==> src/rtl/swc_pkg.sv <==
package swc_pkg;
    typedef enum logic [2:0] {
        ST_RUN     = 3'd0,
        ST_ENTER   = 3'd1,
        ST_STOPPED = 3'd2,
        ST_RESTART = 3'd3,
        ST_RELEASE = 3'd4
    } swc_state_t;

    typedef enum logic [1:0] {
        WK_NET = 2'd0,
        WK_WOR = 2'd1,
        WK_EXT = 2'd2,
        WK_RST = 2'd3
    } wake_cause_t;
endpackage

==> src/rtl/swc_wake_arb.sv <==
module swc_wake_arb
    import swc_pkg::*;
(
    input  logic        wake_net,
    input  logic        wake_wor,
    input  logic        wake_ext,
    input  logic        wake_rst,
    output logic        any_wake,
    output wake_cause_t cause
);
    always_comb begin
        any_wake = wake_net | wake_wor | wake_ext | wake_rst;
        if (wake_rst)      cause = WK_RST;
        else if (wake_net) cause = WK_NET;
        else if (wake_wor) cause = WK_WOR;
        else               cause = WK_EXT;
    end
endmodule

==> src/rtl/swc_delay_cnt.sv <==
module swc_delay_cnt #(
    parameter int SHORT_CYC = 16,
    parameter int LONG_CYC  = 4064,
    localparam int CW = $clog2(LONG_CYC)
) (
    input  logic clk,
    input  logic rst_n,
    input  logic clr,
    input  logic run,
    input  logic sel_long,
    output logic hit
);
    logic [CW-1:0] cnt_q;
    logic [CW-1:0] limit;

    always_comb begin
        limit = sel_long ? CW'(LONG_CYC - 1) : CW'(SHORT_CYC - 1);
        hit   = run && (cnt_q == limit);
    end

    always_ff @(posedge clk or negedge rst_n) begin
        if (!rst_n)              cnt_q <= '0;
        else if (clr)            cnt_q <= '0;
        else if (run && !hit)    cnt_q <= cnt_q + 1'b1;
    end

    AST_CNT_BOUND: assert property (@(posedge clk) disable iff (!rst_n)
        cnt_q <= CW'(LONG_CYC - 1));
    AST_CNT_CLR: assert property (@(posedge clk) disable iff (!rst_n)
        clr |=> (cnt_q == '0));
endmodule

==> src/rtl/swc_vector_reg.sv <==
module swc_vector_reg
    import swc_pkg::*;
#(
    parameter logic [15:0] VEC_RST = 16'h3FFE,
    parameter logic [15:0] VEC_IRQ = 16'h3FFA
) (
    input  logic        clk,
    input  logic        rst_n,
    input  logic        load,
    input  wake_cause_t cause_in,
    output wake_cause_t cause_q,
    output logic [15:0] vec
);
    always_ff @(posedge clk or negedge rst_n) begin
        if (!rst_n)    cause_q <= WK_RST;
        else if (load) cause_q <= cause_in;
    end

    always_comb vec = (cause_q == WK_RST) ? VEC_RST : VEC_IRQ;

    AST_CAUSE_HOLD: assert property (@(posedge clk) disable iff (!rst_n)
        !load |=> $stable(cause_q));
endmodule

==> src/rtl/stop_wake_ctrl.sv <==
module stop_wake_ctrl
    import swc_pkg::*;
#(
    parameter int          SHORT_CYC = 16,
    parameter int          LONG_CYC  = 4064,
    parameter logic [15:0] VEC_RST   = 16'h3FFE,
    parameter logic [15:0] VEC_IRQ   = 16'h3FFA
) (
    input  logic        clk,
    input  logic        rst_n,
    input  logic        stop_req,
    input  logic        net_sleep,
    input  logic        dly_long,
    input  logic        wake_net,
    input  logic        wake_wor,
    input  logic        wake_ext,
    input  logic        wake_rst,
    output logic        osc_en,
    output logic        cpu_hold,
    output logic        irq_mask_clr,
    output logic        wdog_clr,
    output logic        tmr_freeze,
    output logic        sci_freeze,
    output logic        adc_off,
    output logic        slow_clr,
    output logic        done,
    output logic        irq_stack_go,
    output logic [1:0]  wake_cause,
    output logic [15:0] vec_addr
);
    swc_state_t  state_q, state_d;
    logic        accept;
    logic        any_wake;
    wake_cause_t arb_cause;
    wake_cause_t cause_q;
    logic        dly_sel_q;
    logic        cnt_clr, cnt_run, cnt_hit;
    logic        cause_load;

    swc_wake_arb u_arb (
        .wake_net (wake_net),
        .wake_wor (wake_wor),
        .wake_ext (wake_ext),
        .wake_rst (wake_rst),
        .any_wake (any_wake),
        .cause    (arb_cause)
    );

    swc_delay_cnt #(.SHORT_CYC(SHORT_CYC), .LONG_CYC(LONG_CYC)) u_cnt (
        .clk      (clk),
        .rst_n    (rst_n),
        .clr      (cnt_clr),
        .run      (cnt_run),
        .sel_long (dly_sel_q),
        .hit      (cnt_hit)
    );

    swc_vector_reg #(.VEC_RST(VEC_RST), .VEC_IRQ(VEC_IRQ)) u_vec (
        .clk      (clk),
        .rst_n    (rst_n),
        .load     (cause_load),
        .cause_in (arb_cause),
        .cause_q  (cause_q),
        .vec      (vec_addr)
    );

    // Stop entry is honoured only while the network controller sleeps.
    always_comb begin
        accept     = (state_q == ST_RUN) && stop_req && net_sleep;
        cnt_clr    = (state_q == ST_STOPPED) || ((state_q == ST_RESTART) && wake_rst);
        cnt_run    = (state_q == ST_RESTART) && !wake_rst;
        cause_load = ((state_q == ST_STOPPED) && any_wake) ||
                     ((state_q == ST_RESTART) && wake_rst);
    end

    always_comb begin
        state_d = state_q;
        unique case (state_q)
            ST_RUN:     if (accept)   state_d = ST_ENTER;
            ST_ENTER:                 state_d = ST_STOPPED;
            ST_STOPPED: if (any_wake) state_d = ST_RESTART;
            ST_RESTART: if (!wake_rst && cnt_hit) state_d = ST_RELEASE;
            ST_RELEASE:               state_d = ST_RUN;
            default:                  state_d = ST_RUN;
        endcase
    end

    always_ff @(posedge clk or negedge rst_n) begin
        if (!rst_n) begin
            state_q   <= ST_RUN;
            dly_sel_q <= 1'b0;
        end else begin
            state_q <= state_d;
            if (accept) dly_sel_q <= dly_long;
        end
    end

    always_comb begin
        osc_en       = 1'b1;
        cpu_hold     = 1'b0;
        irq_mask_clr = 1'b0;
        wdog_clr     = 1'b0;
        slow_clr     = 1'b0;
        done         = 1'b0;
        irq_stack_go = 1'b0;
        unique case (state_q)
            ST_RUN: ;
            ST_ENTER: begin
                cpu_hold     = 1'b1;
                irq_mask_clr = 1'b1;
                wdog_clr     = 1'b1;
            end
            ST_STOPPED: begin
                osc_en   = 1'b0;
                cpu_hold = 1'b1;
            end
            ST_RESTART: begin
                cpu_hold = 1'b1;
                slow_clr = 1'b1;
            end
            ST_RELEASE: begin
                done         = 1'b1;
                irq_stack_go = (cause_q != WK_RST);
            end
            default: ;
        endcase
        tmr_freeze = cpu_hold;
        sci_freeze = cpu_hold;
        adc_off    = cpu_hold;
        wake_cause = cause_q;
    end

    AST_ENTRY_NEEDS_SLEEP: assert property (@(posedge clk) disable iff (!rst_n)
        $rose(tmr_freeze) |-> $past(stop_req && net_sleep));
    AST_OSC_OFF_HELD: assert property (@(posedge clk) disable iff (!rst_n)
        !osc_en |-> (cpu_hold && adc_off && sci_freeze));
    AST_WAKE_OSC_ON: assert property (@(posedge clk) disable iff (!rst_n)
        (!osc_en && any_wake) |=> osc_en);
    AST_DONE_PULSE: assert property (@(posedge clk) disable iff (!rst_n)
        done |=> !done);
    AST_DONE_HOLD_FALL: assert property (@(posedge clk) disable iff (!rst_n)
        done |-> $fell(cpu_hold));
    AST_RST_VECTOR: assert property (@(posedge clk) disable iff (!rst_n)
        (done && wake_cause == 2'd3) |-> (vec_addr == VEC_RST && !irq_stack_go));
endmodule

==> config.mk <==
export PLATFORM = sky130hd
export DESIGN_NAME = stop_wake_ctrl
export DESIGN_NICKNAME = d
export VERILOG_FILES = /design/src/rtl/swc_pkg.sv /design/src/rtl/swc_wake_arb.sv /design/src/rtl/swc_delay_cnt.sv /design/src/rtl/swc_vector_reg.sv /design/src/rtl/stop_wake_ctrl.sv
export SDC_FILE = /design/constraint.sdc
export NUM_CORES = 1
export LEC_CHECK = 0
export ABC_AREA = 1
export BUFFER_PORTS_ARGS = -buffer_cell sky130_fd_sc_hd__buf_2
export CAP_MARGIN = 20
export CORE_UTILIZATION = 33
export DETAILED_ROUTE_END_ITERATION = 16
export GPL_TIMING_DRIVEN = 1
export PLACE_DENSITY = 0.62
export SLEW_MARGIN = 20
export SYNTH_ARGS = -nofsm -noshare
export SYNTH_HDL_FRONTEND = slang
export SYNTH_SLANG_ARGS = --single-unit
==> constraint.sdc <==
create_clock -name clk -period 2.15 [get_ports clk]
set_clock_uncertainty 0.2 [all_clocks]
set_input_delay 0.43 -clock clk [delete_from_list [all_inputs] [get_ports clk]]
set_output_delay 0.43 -clock clk [all_outputs]
set_load 0.1 [all_outputs]
==> results of run 1 <==
## where the power goes
group	total (W)	switching (W)	internal, W
clock	0.000290	0.000127	0.000163
sequential	0.000501	0.0000859	0.000415
combinational	0.00200	0.00146	0.000541
## stage by stage
| stage | hold WS [ns] | TNS (ns) |
|---|---|---|
| 2_1_floorplan | -0.0656 | -1.81 |
| 3_3_place_gp | 0.187 | 0 |
| 3_5_place_dp | 0.194 | 0 |
| 4_1_cts | 0.226 | 0 |
| 5_1_grt | 0.250 | -0.0316 |
| 6_report | 0.222 | 0 |
## worst max-delay path by stage
stage,startpoint,to,slack (ns),depth (start not counted)
2_1_floorplan,u_vec.cause_q[0],irq_stack_go,-0.65,3
3_3_place_gp,u_cnt.cnt_q[0],u_cnt.cnt_q[10],0.08,7
3_5_place_dp,u_cnt.cnt_q[0],u_cnt.cnt_q[8],0.06,7
4_1_cts,state_q[0],cpu_hold,0.007,6
5_1_grt,state_q[0],tmr_freeze,-0.009,6
6_report,state_q[1],done,0.05,3
## area by class of cell
class | instances | area [um^2] | share of cell area [%]
clock buffers | 4 | 55.1 | 2.99
inverters | 27 | 105 | 5.71
multi-input cells | 166 | 886 | 48.1
flip-flops and latches | 18 | 454 | 24.7
well taps | 52 | 65.1 | 3.54
repair buffers | 27 | 275 | 15.0
## logic make-up (layout without fill, tap and decap cells)
| group | count (synthesis) | in the layout | synth area share (%) |
|---|---|---|---|
| AO/OA/AOI/OAI | 7 | 7 | 2.72 |
| XOR/XNOR | 9 | 9 | 5.19 |
| other | 2 | 15 | 0.495 |
| adder cells (fa/ha/maj) | 1 | 1 | 0.824 |
| buffers and inverters | 57 | 58 | 20.1 |
| flip-flops | 18 | 18 | 29.8 |
| AND/OR/NAND/NOR | 134 | 134 | 40.8 |
## per-layer routing
| layer | part of all wire (%) | wire length, um | vias up | track usage, % |
|---|---|---|---|---|
| li1 | - | - | 716 | - |
| met1 | 46 | 1580 | 664 | 20.3 |
| met2 | 49 | 1660 | 28 | 23.2 |
| met3 | 3.0 | 103 | 5 | 1.45 |
| met4 | 1.6 | 55 | 0 | 5.33 |
| met5 | 0 | 0 | - | 0 |
## what timing repair did
item,in CTS,in global routing
gates cloned,0,0
resized for setup,1,3
buffers inserted,0,1
hold endpoints to repair,16,0
pin swaps,0,1
hold buffers,1,0
endpoints found under the setup margin,1,20
## registers in the layout (all words and copies together) (netlist names)
signal and count:
dly_sel_q 1, u_cnt.cnt_q 12, state_q 3, u_vec.cause_q 2
## worst register-to-register path: cells and delay by family (launching register included)
family	cells	cell delay, ns
adder cells (fa/ha/maj)	1	0.29
flip-flops	1	0.44
AND/OR/NAND/NOR	6	0.92
## cells in the final DEF (no fill, tap or decap), types with 2 or more instances in the layout
cell / count
sky130_fd_sc_hd__nor3_1: 3
sky130_fd_sc_hd__nand2_1: 51
sky130_fd_sc_hd__xnor2_1: 4
sky130_fd_sc_hd__buf_4: 6
sky130_fd_sc_hd__a21oi_1: 4
sky130_fd_sc_hd__buf_2: 12
sky130_fd_sc_hd__nor2_4: 4
sky130_fd_sc_hd__nand4_1: 16
sky130_fd_sc_hd__conb_1: 15
sky130_fd_sc_hd__nor2_1: 25
sky130_fd_sc_hd__dfstp_2: 2
sky130_fd_sc_hd__nand2_2: 4
sky130_fd_sc_hd__inv_2: 4
sky130_fd_sc_hd__dfrtp_1: 15
sky130_fd_sc_hd__clkbuf_8: 4
sky130_fd_sc_hd__buf_12: 8
sky130_fd_sc_hd__xor2_1: 5
sky130_fd_sc_hd__inv_1: 21
sky130_fd_sc_hd__nand3_1: 22
==> implementation parameters, run 1 <==
Parameter                              Value

Status
  Run status    completed

Place
  Gp weighted congestion    0.849
  Placed Cells incl. Taps    288
  Worst slack at placement    between 0.06 and 0.07 ns
  Dpl cell area    ~1800 um^2
  Count of input and output buffers    21
  DP Wirelength    2.43 mm

Power
  Power density cells    around 1500 nW/um^2
  Leak    0.944 nW
  Largest vdd supply drop    0.567 mV
  PnR Total Power    roughly 0.0028 W

Synth
  Synth Cell Area    approximately 1500 um^2
  Synth Area per Inst    approximately 6.7 um^2
  Most area-hungry cell type in the Yosys netlist    sky130_fd_sc_hd__dfrtp_1
  Total of warnings raised by yosys    0
  Flip-flop and latch count after synthesis    18
  Main flop type after synthesis    sky130_fd_sc_hd__dfrtp_1
  Most numerous cell types in the synthesized netlist    sky130_fd_sc_hd__nand2_1, sky130_fd_sc_hd__nor2_1, sky130_fd_sc_hd__inv_1, sky130_fd_sc_hd__nand3_1, sky130_fd_sc_hd__buf_4
  Fraction of registers with async set/reset    100%
  Area share of the largest cell type after synthesis    26.4%
  Cells after Synth    228
  Cell with the most instances after synthesis    sky130_fd_sc_hd__nand2_1
  Netlist cell types    28
  Portion of the post-synthesis area used by sequential elements    29.8%
  Count of flip-flops with a built-in enable after synthesis    0
  Dominant cells by area after synthesis    sky130_fd_sc_hd__dfrtp_1, sky130_fd_sc_hd__nand2_1, sky130_fd_sc_hd__buf_4

Timing
  Hold Fails Final Rpt    0
  Setup violation total in the final timing report    0
  Setup WS post-layout    about 0.047 ns
  Min Clock Period, post-route    around 2.1 ns
  Relative slew slack    63.8%
  Timing-limited maximum frequency    475 MHz
  RSZ-0062 raised after global routing    yes
  Share of the cycle needed by the critical path after routing    97.8%
  Least-Margin Pin Slew    approximately 0.54 ns
  Fin. max-slew vios    0

GRT
  Number of antenna violations at the first check in global routing    0
  Largest net degree at the start of global routing    26
  Wire length of the first global-routing pass    5.73 mm
  Total global routing overflow    0
  Global routing usage summed across all routing layers    14.5%
  Number of global-route vias before repair    1,218

Hold path
  Tightest Hold Check Type    input port to flop
  Start point of the worst hold path    dly_long
  Number of instances on the worst hold path    3
  End of the worst hold path    dly_sel_q

Layout
  Total inserted antenna cells    0
  Filler instances    441
  Final core utilization    42.0%
  Area overhead of the layout relative to synthesis    21.3%
  Final standard cell area without fillers    1840 um^2
  Final Non-Filler Cells    294
  Layout Nets    253
  Layout cell share with drive strength beyond 1    22.3%

Setup path
  Max FO, Critical Path    4
  Cell-by-cell trace of the critical path    buf_4, nor3_4, buf_2
  Number of buffer and inverter instances along the worst setup path    2
  Type of element launching the critical path    flop
  Kind of cell adding the most delay to the critical path    buffers and inverters
  Crit Reg-Reg Endpoint    u_cnt.cnt_q[8]
  Required time of the critical path    approximately 1.5 ns
  Critical-path cell with the highest stage delay    sky130_fd_sc_hd__dfrtp_1
  Peak per-stage delay on the critical path    0.44 ns
  Worst Setup End Kind    primary output
  Startpoint-to-endpoint class of the critical path    flop to primary output
  Setup slack on the worst flop-to-flop path    0.23 ns
  Arrival time at the worst endpoint    1.47 ns
  R2R cell count    7
  Worst reg2reg path startpoint    u_cnt.cnt_q[0]

Die
  Vert. Die Dim    69.8 um
  Num ports    37
  Die width    69.8 um
  Placeable Area    4380 um^2
  Starting Density    ~35%
  Area of the die    roughly 5000 um^2
  Number of rows in the core area    24

Clock tree
  Total number of clock tree sinks    18
  Register clock-pin slew on the reported worst setup and hold paths    0.07 ns
  Root buffer selected by CTS    sky130_fd_sc_hd__clkbuf_8
  Level count of the clock H-tree    1
  Clock tree from TritonCTS    built
  Worst skew pair latency    0.26 ns
  Number of buffers inserted during clock tree synthesis    3
  Clock Path Buffers    2

Routing
  Wirelength, routed    3.40 mm
  Number of nets still failing antenna checks after routing    0
  Vias per std cell    4.81
  Router iterations before antenna repair    4
  Post-route DRC violation count    0
  Total via count in the routed design    roughly 1,400
  Wire per inst    11.6 um
  Initial DRC count    between 50 and 60

Run
  Max-capacitance violation count    0
No activity file was read; power rests on OpenSTA's default activity.
==> run 2, diff against run 1 <==
--- a/config.mk
+++ b/config.mk
@@ -15,4 +15,5 @@
 export SLEW_MARGIN = 20
 export SYNTH_ARGS = -nofsm -noshare
 export SYNTH_HDL_FRONTEND = slang
+export SYNTH_HIERARCHICAL = 1
 export SYNTH_SLANG_ARGS = --single-unit
==> run 2 against run 1 <==
Net effect: area after synthesis down 7.2%; via count down 12%; global-route usage down 0.95 points; routed wire length down 19%; critical endpoint is now sci_freeze; largest cell class unchanged; synthesized cell count down 7.5%; critical path type unchanged; critical path depth unchanged.
==> implementation parameters, run 2 <==
Parameter                              Value

Routing
  Vias per std cell    4.50 (-6.4%)
  Number of nets still failing antenna checks after routing    0 (unchanged)
  Wirelength, routed    2.76 mm (-19%)
  Post-route DRC violation count    0 (unchanged)
  Total via count in the routed design    1,246 (-12%)
  Initial DRC count    62 (+8.8%)
  Router iterations before antenna repair    4 (unchanged)
  Wire per inst    9.95 um (-14%)

Clock tree
  Number of buffers inserted during clock tree synthesis    3 (unchanged)
  Clock Path Buffers    2 (unchanged)
  Root buffer selected by CTS    sky130_fd_sc_hd__clkbuf_8
  Register clock-pin slew on the reported worst setup and hold paths    0.07 ns (about the same)
  Level count of the clock H-tree    1 (unchanged)
  Worst skew pair latency    0.26 ns (about the same)
  Total number of clock tree sinks    18 (unchanged)
  Clock tree from TritonCTS    built

Setup path
  Arrival time at the worst endpoint    1.46 ns (about the same)
  R2R cell count    10 (+3)
  Type of element launching the critical path    flop
  Max FO, Critical Path    5 (+1)
  Worst Setup End Kind    primary output
  Required time of the critical path    1.52 ns (about the same)
  Startpoint-to-endpoint class of the critical path    flop to primary output

Synth
  Area share of the largest cell type after synthesis    28.4% (+2.0 points)
  Cells after Synth    211 (-7.5%)
  Synth Area per Inst    6.68 um^2 (+0.31%)
  Most numerous cell types in the synthesized netlist    sky130_fd_sc_hd__nand2_1, sky130_fd_sc_hd__inv_1, sky130_fd_sc_hd__nor2_1, sky130_fd_sc_hd__buf_4, sky130_fd_sc_hd__nand3_1
  Netlist cell types    26 (-7.1%)
  Flip-flop and latch count after synthesis    18 (unchanged)
  Dominant cells by area after synthesis    sky130_fd_sc_hd__dfrtp_1, sky130_fd_sc_hd__nand2_1, sky130_fd_sc_hd__buf_4
  Most area-hungry cell type in the Yosys netlist    sky130_fd_sc_hd__dfrtp_1
  Count of flip-flops with a built-in enable after synthesis    0 (unchanged)
  Synth Cell Area    1410 um^2 (-7.2%)
  Fraction of registers with async set/reset    100% (unchanged)
  Portion of the post-synthesis area used by sequential elements    32.1% (+2.3 points)
  Cell with the most instances after synthesis    sky130_fd_sc_hd__nand2_1
  Total of warnings raised by yosys    6 (+6)
  Main flop type after synthesis    sky130_fd_sc_hd__dfrtp_1

GRT
  Total global routing overflow    0 (unchanged)
  Global routing usage summed across all routing layers    13.6% (-0.95 points)
  Wire length of the first global-routing pass    4.65 mm (-19%)
  Largest net degree at the start of global routing    23 (-12%)
  Number of antenna violations at the first check in global routing    0 (unchanged)
  Number of global-route vias before repair    1,066 (-12%)

Hold path
  Number of instances on the worst hold path    3 (unchanged)
  Tightest Hold Check Type    input port to flop

Status
  Run status    completed

Die
  Vert. Die Dim    67.3 um (-3.5%)
  Num ports    37 (unchanged)
  Die width    67.3 um (-3.5%)
  Area of the die    4530 um^2 (-7.0%)
  Number of rows in the core area    23 (-4.2%)
  Starting Density    34.7% (+0.10 points)
  Placeable Area    4060 um^2 (-7.4%)

Timing
  Relative slew slack    58.8% (-5.1 points)
  Least-Margin Pin Slew    0.618 ns (+0.0766 ns)
  Hold Fails Final Rpt    0 (unchanged)
  Timing-limited maximum frequency    478 MHz (+0.48%)
  Worst hold margin    0.203 ns (-0.0190 ns)
  Share of the cycle needed by the critical path after routing    97.4% (-0.46 points)
  RSZ-0062 raised after global routing    yes
  Min Clock Period, post-route    2.09 ns (-0.00999 ns)
  Setup violation total in the final timing report    0 (unchanged)
  Fin. max-slew vios    0 (unchanged)

Place
  Count of input and output buffers    21 (unchanged)
  Gp weighted congestion    0.790 (-6.9%)
  DP Wirelength    2.10 mm (-14%)

Layout
  Highest-count cells in the layout ignoring fill and taps    sky130_fd_sc_hd__nand2_1, sky130_fd_sc_hd__inv_1, sky130_fd_sc_hd__nor2_1
  Largest registers    u_cnt/cnt_q: 12 flops, state_q: 3 flops, u_vec/cause_q: 2 flops
  Most common cell after layout, fill and taps aside    sky130_fd_sc_hd__nand2_1
  Layout Nets    238 (-5.9%)
  Max FFs per register    12 (unchanged)
  Area overhead of the layout relative to synthesis    12.4%
  Sequential cell area    453 um^2 (-0.28%)
  Layout cell share with drive strength beyond 1    20.3% (-2.0 points)
  Combined area of the multi-input logic cells    733 um^2 (-17%)
  Total inserted antenna cells    0 (unchanged)
  Register with the highest flop count    u_cnt/cnt_q
  Filler instances    444 (+0.68%)

Run
  Max-capacitance violation count    0 (unchanged)
## run 2: cell families (layout without fill, tap and decap cells)
| family | count (synthesis) | after routing | synth area share, % |
|---|---|---|---|
| AOI/OAI and AO/OA | 8 | 8 | 3.20 |
| xor gates and xnor gates | 4 | 4 | 2.49 |
| adders and majority gates | 1 | 1 | 0.888 |
| buffers and inverters | 53 | 56 | 20.1 |
| DFF | 18 | 18 | 32.1 |
| other | 2 | 15 | 0.533 |
| and+or+nand+nor | 125 | 125 | 40.7 |
## run 2: per-stage QoR
stage | utilization [%] | worst slack (ns) | TNS [ns] | instance area, um^2 | instances
after floorplan | - | -0.384 | -1.49 | 1480 | 224
after global placement | 37.6 | 0.325 | 0 | 1530 | 272
after detailed placement | 37.6 | 0.285 | 0 | 1530 | 272
after CTS | 39.0 | 0.0258 | 0 | 1580 | 277
after global routing | 39.0 | -0.0332 | -0.122 | 1580 | 277
final | 39.0 | 0.0567 | 0 | 1580 | 277
## run 2: final timing paths
path	slack (ns)	startpoint	endpoint
max in group asynchronous	0.99	rst_n	u_vec/cause_q[0]
hold reg to reg	0.29	u_vec/cause_q[1]	u_vec/cause_q[1]
hold / removal	0.20	dly_long	dly_sel_q
setup reg to reg	0.27	u_cnt/cnt_q[0]	state_q[1]
setup / recovery	0.06	state_q[1]	sci_freeze
min in group asynchronous	0.43	rst_n	u_cnt/cnt_q[3]
## run 2: worst max-delay path, stage by stage (launching register included)
cell and delay (ns):
sky130_fd_sc_hd__dfrtp_1 0.42, sky130_fd_sc_hd__inv_1 0.13, sky130_fd_sc_hd__a21oi_2 0.19, sky130_fd_sc_hd__buf_2 0.45
## run 2: routing by layer
layer  wire length, um  up-vias  GRT usage (%)
met1              1350      549           18.0
met4                26        0           7.18
met3                86        2           2.03
li1                  -      663              -
met5                 0        -              0
met2              1290       32           21.3
## run 2: repair_timing
item / in CTS / in global routing
setup endpoints to repair: 0 / 5
endpoints found under the hold margin: 16 / 0
gates resized for setup: 0 / 1
buffers inserted: 0 / 0
hold buffers: 1 / 0
## run 2: cell type report
class	instances	area share (%)
well taps	50	3.95
repair buffers	24	11.2
inverters	28	7.11
flip-flops and latches	18	28.6
multi-input cells	153	46.3
clock buffers	4	2.84
Power of run 2 is not shown: default switching activity piles up to over one toggle a cycle in this logic, so the estimate is an artifact.
